### config.mk
export PLATFORM = sky130hd
export DESIGN_NAME = sysctl_keyed_bank
export DESIGN_NICKNAME = d
export VERILOG_FILES = /design/src/rtl/sysctl_pkg.sv /design/src/rtl/sysctl_refcnt.sv /design/src/rtl/sysctl_setclr_reg.sv /design/src/rtl/sysctl_desc_rom.sv /design/src/rtl/sysctl_keyed_bank.sv
export SDC_FILE = /design/constraint.sdc
export NUM_CORES = 1
export LEC_CHECK = 0
export ABC_AREA = 1
export ABC_CLOCK_PERIOD_IN_PS = 9150
export BUFFER_PORTS_ARGS = -buffer_cell sky130_fd_sc_hd__clkbuf_2
export CORE_ASPECT_RATIO = 0.5
export CORE_MARGIN = 5
export CORE_UTILIZATION = 30
export CTS_BUF_LIST = sky130_fd_sc_hd__clkbuf_8
export CTS_CLUSTER_SIZE = 24
export DETAILED_ROUTE_END_ITERATION = 12
export PLACE_DENSITY = 0.48
export SYNTH_ARGS = -nofsm -noshare
export SYNTH_HDL_FRONTEND = slang
export SYNTH_SLANG_ARGS = --single-unit
### constraint.sdc
create_clock -name clk -period 9.15 [get_ports clk]
set_input_delay 1.83 -clock clk [delete_from_list [all_inputs] [get_ports clk]]
set_output_delay 1.83 -clock clk [all_outputs]
set_load 0.02 [all_outputs]
### src/rtl/sysctl_pkg.sv
package sysctl_pkg;

    localparam logic [31:0] ID_VALUE      = 32'h411A_3001;
    localparam logic [31:0] STAT_VALUE    = 32'h0010_0000;
    localparam logic [31:0] OSC_RST       = 32'h0100_0048;
    localparam logic [31:0] AUX_RST       = 32'h0007_FEFF;
    localparam logic [31:0] MEMCFG_BASE   = 32'h0001_1122;
    localparam logic [31:0] INIT_RST      = 32'h0000_0112;
    localparam logic [15:0] UNLOCK_KEY    = 16'hA05F;
    localparam logic [31:0] LOCK_OPEN_VAL = 32'h0001_A05F;

    // word indices decoded by software
    localparam int W_IDENT     = 0;
    localparam int W_PROC      = 1;
    localparam int W_OSC       = 2;
    localparam int W_CTRL      = 3;
    localparam int W_STAT      = 4;
    localparam int W_LOCK      = 5;
    localparam int W_AUX       = 7;
    localparam int W_MEMCFG    = 8;
    localparam int W_INIT      = 9;
    localparam int W_REFCNT    = 10;
    localparam int W_FLAGS_SET = 12;
    localparam int W_FLAGS_CLR = 13;
    localparam int W_NVF_SET   = 14;
    localparam int W_NVF_CLR   = 15;
    localparam int W_VOLT_LO   = 32;
    localparam int W_VOLT_HI   = 35;

    // control word bit positions seen by software
    localparam int CB_LED   = 0;
    localparam int CB_REMAP = 2;
    localparam int CB_RESET = 3;

    typedef struct packed {
        logic remap_ram;
        logic led;
    } ctrl_t;

    typedef struct packed {
        logic        err;
        logic [31:0] data;
    } rd_rsp_t;

    function automatic logic [31:0] memcfg_size_bits(input int mem_mb);
        if (mem_mb >= 256)      return 32'h10;
        else if (mem_mb >= 128) return 32'h0C;
        else if (mem_mb >= 64)  return 32'h08;
        else if (mem_mb >= 32)  return 32'h04;
        else                    return 32'h00;
    endfunction

    function automatic logic [7:0] size_table_byte(input int mem_mb);
        if (mem_mb >= 256)      return 8'd64;
        else if (mem_mb >= 128) return 8'd32;
        else if (mem_mb >= 64)  return 8'd16;
        else if (mem_mb >= 32)  return 8'd4;
        else                    return 8'd2;
    endfunction

    function automatic logic [7:0] module_desc_byte(input logic [4:0] idx, input int mem_mb);
        case (idx)
            5'd0:  return 8'd128;
            5'd1:  return 8'd8;
            5'd2:  return 8'd4;
            5'd3:  return 8'd11;
            5'd4:  return 8'd9;
            5'd5:  return 8'd1;
            5'd6:  return 8'd64;
            5'd8:  return 8'd2;
            5'd9:  return 8'hA0;
            5'd10: return 8'hA0;
            5'd13: return 8'd8;
            5'd15: return 8'd1;
            5'd16: return 8'h0E;
            5'd17: return 8'd4;
            5'd18: return 8'h1C;
            5'd19: return 8'd1;
            5'd20: return 8'd2;
            5'd21: return 8'h20;
            5'd22: return 8'hC0;
            5'd27: return 8'h30;
            5'd28: return 8'h28;
            5'd29: return 8'h30;
            5'd30: return 8'h28;
            5'd31: return size_table_byte(mem_mb);
            default: return 8'h00;
        endcase
    endfunction

endpackage

### src/rtl/sysctl_refcnt.sv
module sysctl_refcnt #(
    parameter int CLK_HZ = 50_000_000,
    parameter int REF_HZ = 24_000_000,
    parameter int CNT_W  = 32
) (
    input  logic             clk,
    input  logic             rst,
    output logic [CNT_W-1:0] count
);
    // fractional rate: accumulate REF_HZ per clock, tick on crossing CLK_HZ
    localparam int ACC_W = $clog2(CLK_HZ) + 1;
    localparam logic [ACC_W-1:0] STEP  = ACC_W'(REF_HZ);
    localparam logic [ACC_W-1:0] LIMIT = ACC_W'(CLK_HZ);

    logic [ACC_W-1:0] acc;
    logic [ACC_W-1:0] acc_sum;
    logic             tick;

    always_comb begin
        acc_sum = acc + STEP;
        tick    = (acc_sum >= LIMIT);
    end

    always_ff @(posedge clk) begin
        if (rst) begin
            acc   <= '0;
            count <= '0;
        end else begin
            acc   <= tick ? (acc_sum - LIMIT) : acc_sum;
            count <= count + {{(CNT_W-1){1'b0}}, tick};
        end
    end
endmodule

### src/rtl/sysctl_setclr_reg.sv
module sysctl_setclr_reg #(
    parameter int W = 32
) (
    input  logic         clk,
    input  logic         rst,
    input  logic         set_en,
    input  logic         clr_en,
    input  logic [W-1:0] wdata,
    output logic [W-1:0] q
);
    always_ff @(posedge clk) begin
        if (rst)         q <= '0;
        else if (set_en) q <= q | wdata;
        else if (clr_en) q <= q & ~wdata;
    end
endmodule

### src/rtl/sysctl_desc_rom.sv
module sysctl_desc_rom
    import sysctl_pkg::*;
#(
    parameter int MEM_MB = 128
) (
    input  logic [4:0] idx,
    output logic [7:0] data
);
    always_comb data = module_desc_byte(idx, MEM_MB);
endmodule

### src/rtl/sysctl_keyed_bank.sv
module sysctl_keyed_bank
    import sysctl_pkg::*;
#(
    parameter int ADDR_W = 8,
    parameter int MEM_MB = 128,
    parameter int CLK_HZ = 50_000_000,
    parameter int REF_HZ = 24_000_000
) (
    input  logic              clk,
    input  logic              rst,
    input  logic [ADDR_W-1:0] bus_addr,
    input  logic              bus_rd,
    input  logic              bus_wr,
    input  logic [31:0]       bus_wdata,
    output logic [31:0]       bus_rdata,
    output logic              bus_rerr,
    output logic              boot_flash_sel,
    output logic              led_on,
    output logic              reset_req
);
    localparam int DESC_FIRST = 64;
    localparam int DESC_LIVE  = 32;
    localparam int DESC_LAST  = 127;
    localparam int N_FLAGS    = 2;
    localparam logic [31:0] MEMCFG_RST = MEMCFG_BASE | memcfg_size_bits(MEM_MB);

    logic [31:0] word_idx;
    assign word_idx = 32'(bus_addr);

    // register state
    logic [15:0] lock_q;
    logic [31:0] osc_q, aux_q, memcfg_q, init_q;
    ctrl_t       ctrl_q;
    logic [31:0] count_q;
    logic        unlocked;
    assign unlocked = (lock_q == UNLOCK_KEY);

    // write decode
    logic wr_osc, wr_ctrl, wr_lock, wr_aux, wr_memcfg, wr_init;
    always_comb begin
        wr_osc    = bus_wr && (word_idx == W_OSC);
        wr_ctrl   = bus_wr && (word_idx == W_CTRL);
        wr_lock   = bus_wr && (word_idx == W_LOCK);
        wr_aux    = bus_wr && (word_idx == W_AUX);
        wr_memcfg = bus_wr && (word_idx == W_MEMCFG);
        wr_init   = bus_wr && (word_idx == W_INIT);
    end

    always_ff @(posedge clk) begin
        if (rst) begin
            lock_q    <= '0;
            osc_q     <= OSC_RST;
            aux_q     <= AUX_RST;
            memcfg_q  <= MEMCFG_RST;
            init_q    <= INIT_RST;
            ctrl_q    <= '0;
            reset_req <= 1'b0;
        end else begin
            if (wr_lock)              lock_q   <= bus_wdata[15:0];
            if (wr_osc && unlocked)   osc_q    <= bus_wdata;
            if (wr_aux && unlocked)   aux_q    <= bus_wdata;
            if (wr_memcfg)            memcfg_q <= bus_wdata;
            if (wr_init)              init_q   <= bus_wdata;
            if (wr_ctrl) begin
                ctrl_q.led       <= bus_wdata[CB_LED];
                ctrl_q.remap_ram <= bus_wdata[CB_REMAP];
            end
            reset_req <= wr_ctrl && bus_wdata[CB_RESET];
        end
    end

    assign led_on         = ctrl_q.led;
    assign boot_flash_sel = ~ctrl_q.remap_ram;

    // set/clear flag words: bank 0 volatile, bank 1 non-volatile
    logic [N_FLAGS-1:0] fl_set, fl_clr;
    logic [31:0]        fl_q [N_FLAGS];
    for (genvar g = 0; g < N_FLAGS; g++) begin : g_flags
        localparam int SET_W = (g == 0) ? W_FLAGS_SET : W_NVF_SET;
        localparam int CLR_W = (g == 0) ? W_FLAGS_CLR : W_NVF_CLR;
        assign fl_set[g] = bus_wr && (word_idx == SET_W);
        assign fl_clr[g] = bus_wr && (word_idx == CLR_W);
        sysctl_setclr_reg #(.W(32)) u_reg (
            .clk    (clk),
            .rst    (rst),
            .set_en (fl_set[g]),
            .clr_en (fl_clr[g]),
            .wdata  (bus_wdata),
            .q      (fl_q[g])
        );
    end

    sysctl_refcnt #(.CLK_HZ(CLK_HZ), .REF_HZ(REF_HZ), .CNT_W(32)) u_refcnt (
        .clk   (clk),
        .rst   (rst),
        .count (count_q)
    );

    logic [7:0] desc_byte;
    sysctl_desc_rom #(.MEM_MB(MEM_MB)) u_desc (
        .idx  (bus_addr[$clog2(DESC_LIVE)-1:0]),
        .data (desc_byte)
    );

    // read mux
    rd_rsp_t rsp;
    always_comb begin
        rsp = '{err: 1'b0, data: 32'h0};
        if (word_idx >= DESC_FIRST && word_idx <= DESC_LAST) begin
            if (word_idx < DESC_FIRST + DESC_LIVE) rsp.data = {24'h0, desc_byte};
        end else begin
            case (word_idx) inside
                W_IDENT:               rsp.data = ID_VALUE;
                W_PROC:                rsp.data = 32'h0;
                W_OSC:                 rsp.data = osc_q;
                W_CTRL:                rsp.data = {29'h0, ctrl_q.remap_ram, 1'b0, ctrl_q.led};
                W_STAT:                rsp.data = STAT_VALUE;
                W_LOCK:                rsp.data = unlocked ? LOCK_OPEN_VAL : {16'h0, lock_q};
                W_AUX:                 rsp.data = aux_q;
                W_MEMCFG:              rsp.data = memcfg_q;
                W_INIT:                rsp.data = init_q;
                W_REFCNT:              rsp.data = count_q;
                W_FLAGS_SET:           rsp.data = fl_q[0];
                W_NVF_SET:             rsp.data = fl_q[1];
                [W_VOLT_LO:W_VOLT_HI]: rsp.data = 32'h0;
                default:               rsp.err  = 1'b1;
            endcase
        end
    end

    always_ff @(posedge clk) begin
        if (rst) begin
            bus_rdata <= '0;
            bus_rerr  <= 1'b0;
        end else begin
            bus_rerr <= bus_rd && rsp.err;
            if (bus_rd) bus_rdata <= rsp.data;
        end
    end
endmodule

==> flow_summary.toml <==
[status]
status = "completed"

[pwr]
p_leak_nw = 6.54
p_per_area_nw_per_um2 = 212
worst_ir_drop_vdd_mv = 0.134
p_total_w = 0.00335

[sta]
finalHoldViolCount = 0
slew_viol_final = 0
worst_slack_ns = 4.51
fmax_ghz = 0.216
worst_pin_slew_ns = 1.10
rsz0062_at_grt = "no"
slew_headroom = 0.263
fin_setup_tns_ns = 0
min_period_ns = 4.64
skew_ns = 0.0411
hold-worst-slack_ns = 0.448
setup_violations = 0
fin_crit_sh = 0.507

[drt]
firstDrtPassIters = 5
drtIter0Drc = 1045
drt-total-wl_um = 50300
vias_per_cell = 4.98
vias = 13400
wire_per_inst_um = 18.7
drtAntennaViolNets = 0
drc = 0

[global_routing]
antenna_found_initial = 0
first_global_vias = 12900
grt_pass1_wl_um = 77100
grt_max_degree = 76
grtUsageTotal = 0.193
grt-ovfl-total = 0

[yosys]
ys_ff_latch = 296
syn_inst = 1986
synth_top_family_by_area = "simple AND/OR/NAND/NOR gates"
synth_edf_count = 0
ys.warnings.count = 0
synth.avg_cell_area_um2 = 6.99
synth-xor-area-share = 0.00622
synth_compound_area_frac = 0.228
synth_fa_ha_area_frac = 0.00541
ys_types = 48
ys.flop_type = "dfxtp_1"
ys_seq_area_frac = 0.427
synthesis.area_um2 = 13900
muxShareOfSynthArea = 0.000721
async_reset_ff_frac = 0
synth_nets = 2036
synth-simple-area-share = 0.253

[layout]
layout_commonest_cell = "nand2_1"
final_cell_mix = "452 x nand2_1, 296 x dfxtp_1, 274 x a21oi_1"
final-seq-area_um2 = 5930
final_cells = 2695
fillers = 4963
fin_nets = 2080
area_growth_pct = 13.6
drive_above_1_share = 0.119
multi_input_comb_area_um2 = 6870
n_antenna_cell = 0

[floorplanning]
coreArea_um2 = 45500
chipWidth_um = 314
pin_count = 80
fp.dieH_um = 162
start_util = 0.305
rows = 55
dieArea_um2 = 50900

[min_path]
hp-class = "reg2reg"
min_from = "osc_q[25]"
holdPathStages = 2
hold_end = "osc_q[25]"

[clock_network]
cts_buffer_depth = 3
cts_tree = "built"
hold_buffers = 0
cts_resized = 0
htreeDepth = 2
clk_pin_slew_ns = 0.06
cts_sinks = 296
root_buffer = "clkbuf_8"
cts_buffers = 49
clk_latency_ns = 0.62
post_cts_buffers = 0

[critical_path]
r2r_slack_ns = 4.51
crit_path_end_kind = "flop"
critPathRequiredTime_ns = 9.69
criticalPathCategory = "reg2reg"
cp_max_fo = 34
setup.worst_path.start_class = "flop"
r2r-start = "u_refcnt.acc[9]"
arrival_ns = 5.18
rr_worst_depth = 25
r2r-end = "u_refcnt.count[29]"

[placed_design]
dpl.cell_count = 2606
dpl.hpwl_um = 33200
gp_congestion = 0.837
pre_cts_slack_ns = 4.25
port_buffers = 79

[run]
maxCapViolCount = 0
-- worst max path at each step --
stage | from | endpoint | cells past startpoint
after floorplan | u_refcnt.acc[9] | u_refcnt.count[22] | 27
final | u_refcnt.acc[9] | u_refcnt.count[29] | 25
after global routing | u_refcnt.acc[9] | u_refcnt.count[31] | 27
after global placement | bus_addr[1] | bus_rdata[25] | 12
after detailed placement | bus_addr[7] | aux_q[16] | 8
after CTS | u_refcnt.acc[9] | u_refcnt.count[22] | 26
-- synth_stat cells, types with 8 or more instances --
| cell type | instances | area share |
|---|---|---|
| a21oi_1 | 274 | 0.099 |
| buf_2 | 28 | 0.010 |
| clkbuf_1 | 67 | 0.018 |
| dfxtp_1 | 296 | 0.43 |
| inv_1 | 147 | 0.040 |
| inv_2 | 24 | 0.0065 |
| nand2_1 | 453 | 0.12 |
| nand3_1 | 73 | 0.026 |
| nand4_1 | 39 | 0.018 |
| nor2_1 | 162 | 0.044 |
| nor2_4 | 8 | 0.0065 |
| nor3_1 | 19 | 0.0069 |
| nor4_1 | 10 | 0.0045 |
| o211ai_1 | 34 | 0.018 |
| o21ai_0 | 233 | 0.084 |
| o22ai_1 | 20 | 0.0090 |
-- stage by stage --
step,instance area (µm²),utilization
after floorplan,13900,-
after global placement,14800,0.325
after detailed placement,14800,0.325
after CTS,15800,0.347
after global routing,15800,0.347
final,15800,0.347
-- where the power goes --
part	total (W)	leakage (nW)	switching [W]	internal (W)
Combinational	0.000752	3.57	0.000521	0.000231
Clock	0.00120	0.578	0.000577	0.000627
Sequential	0.00139	2.39	0.0000541	0.00134
-- kinds of logic after synthesis --
| kind of cell | Yosys count |
|---|---|
| multiplexers | 1 |
| AND/OR/NAND/NOR | 805 |
| AO/OA/AOI/OAI | 593 |
| XOR/XNOR | 9 |
| flip-flops | 296 |
| buffers and inverters | 276 |
| adder cells (fa/ha/maj) | 6 |
-- routing by layer --
metal  up-vias  global-route usage  wire length (µm)
li1       6769                   -                 -
met5         -                   0                 0
met3        75              0.0295              2530
met1      6266               0.278             25000
met2       314               0.306             21800
met4         0              0.0462               940
-- layout make-up --
type	instances	area share
multi-input cells	1414	0.436
flip-flops and latches	296	0.376
clock buffers	64	0.0559
well taps	627	0.0498
inverters	171	0.0409
repair buffers	98	0.0343
clock inverters	25	0.00762
-- worst max-delay path, stage by stage (launching register included) --
cell     delay, ns
dfxtp_1       0.43
inv_1         0.12
ha_1          0.22
inv_1         0.05
nand2_1       0.10
nand2_4       0.12
nand3_2       0.09
nand2_1       0.13
nand2_2       0.07
xor2_2        0.20
nand2_1       0.14
nor2_4        0.16
nand3_4       0.13
nand2_4       0.30
ha_1          0.39
nand3_1       0.18
nor2_1        0.29
nand2_1       0.12
nor2_1        0.20
nand3_1       0.13
nor3_1        0.35
nand3_1       0.23
nor3_2        0.17
xor2_1        0.15
inv_1         0.05
nor2_1        0.07
(Power assumes the default switching activity.)
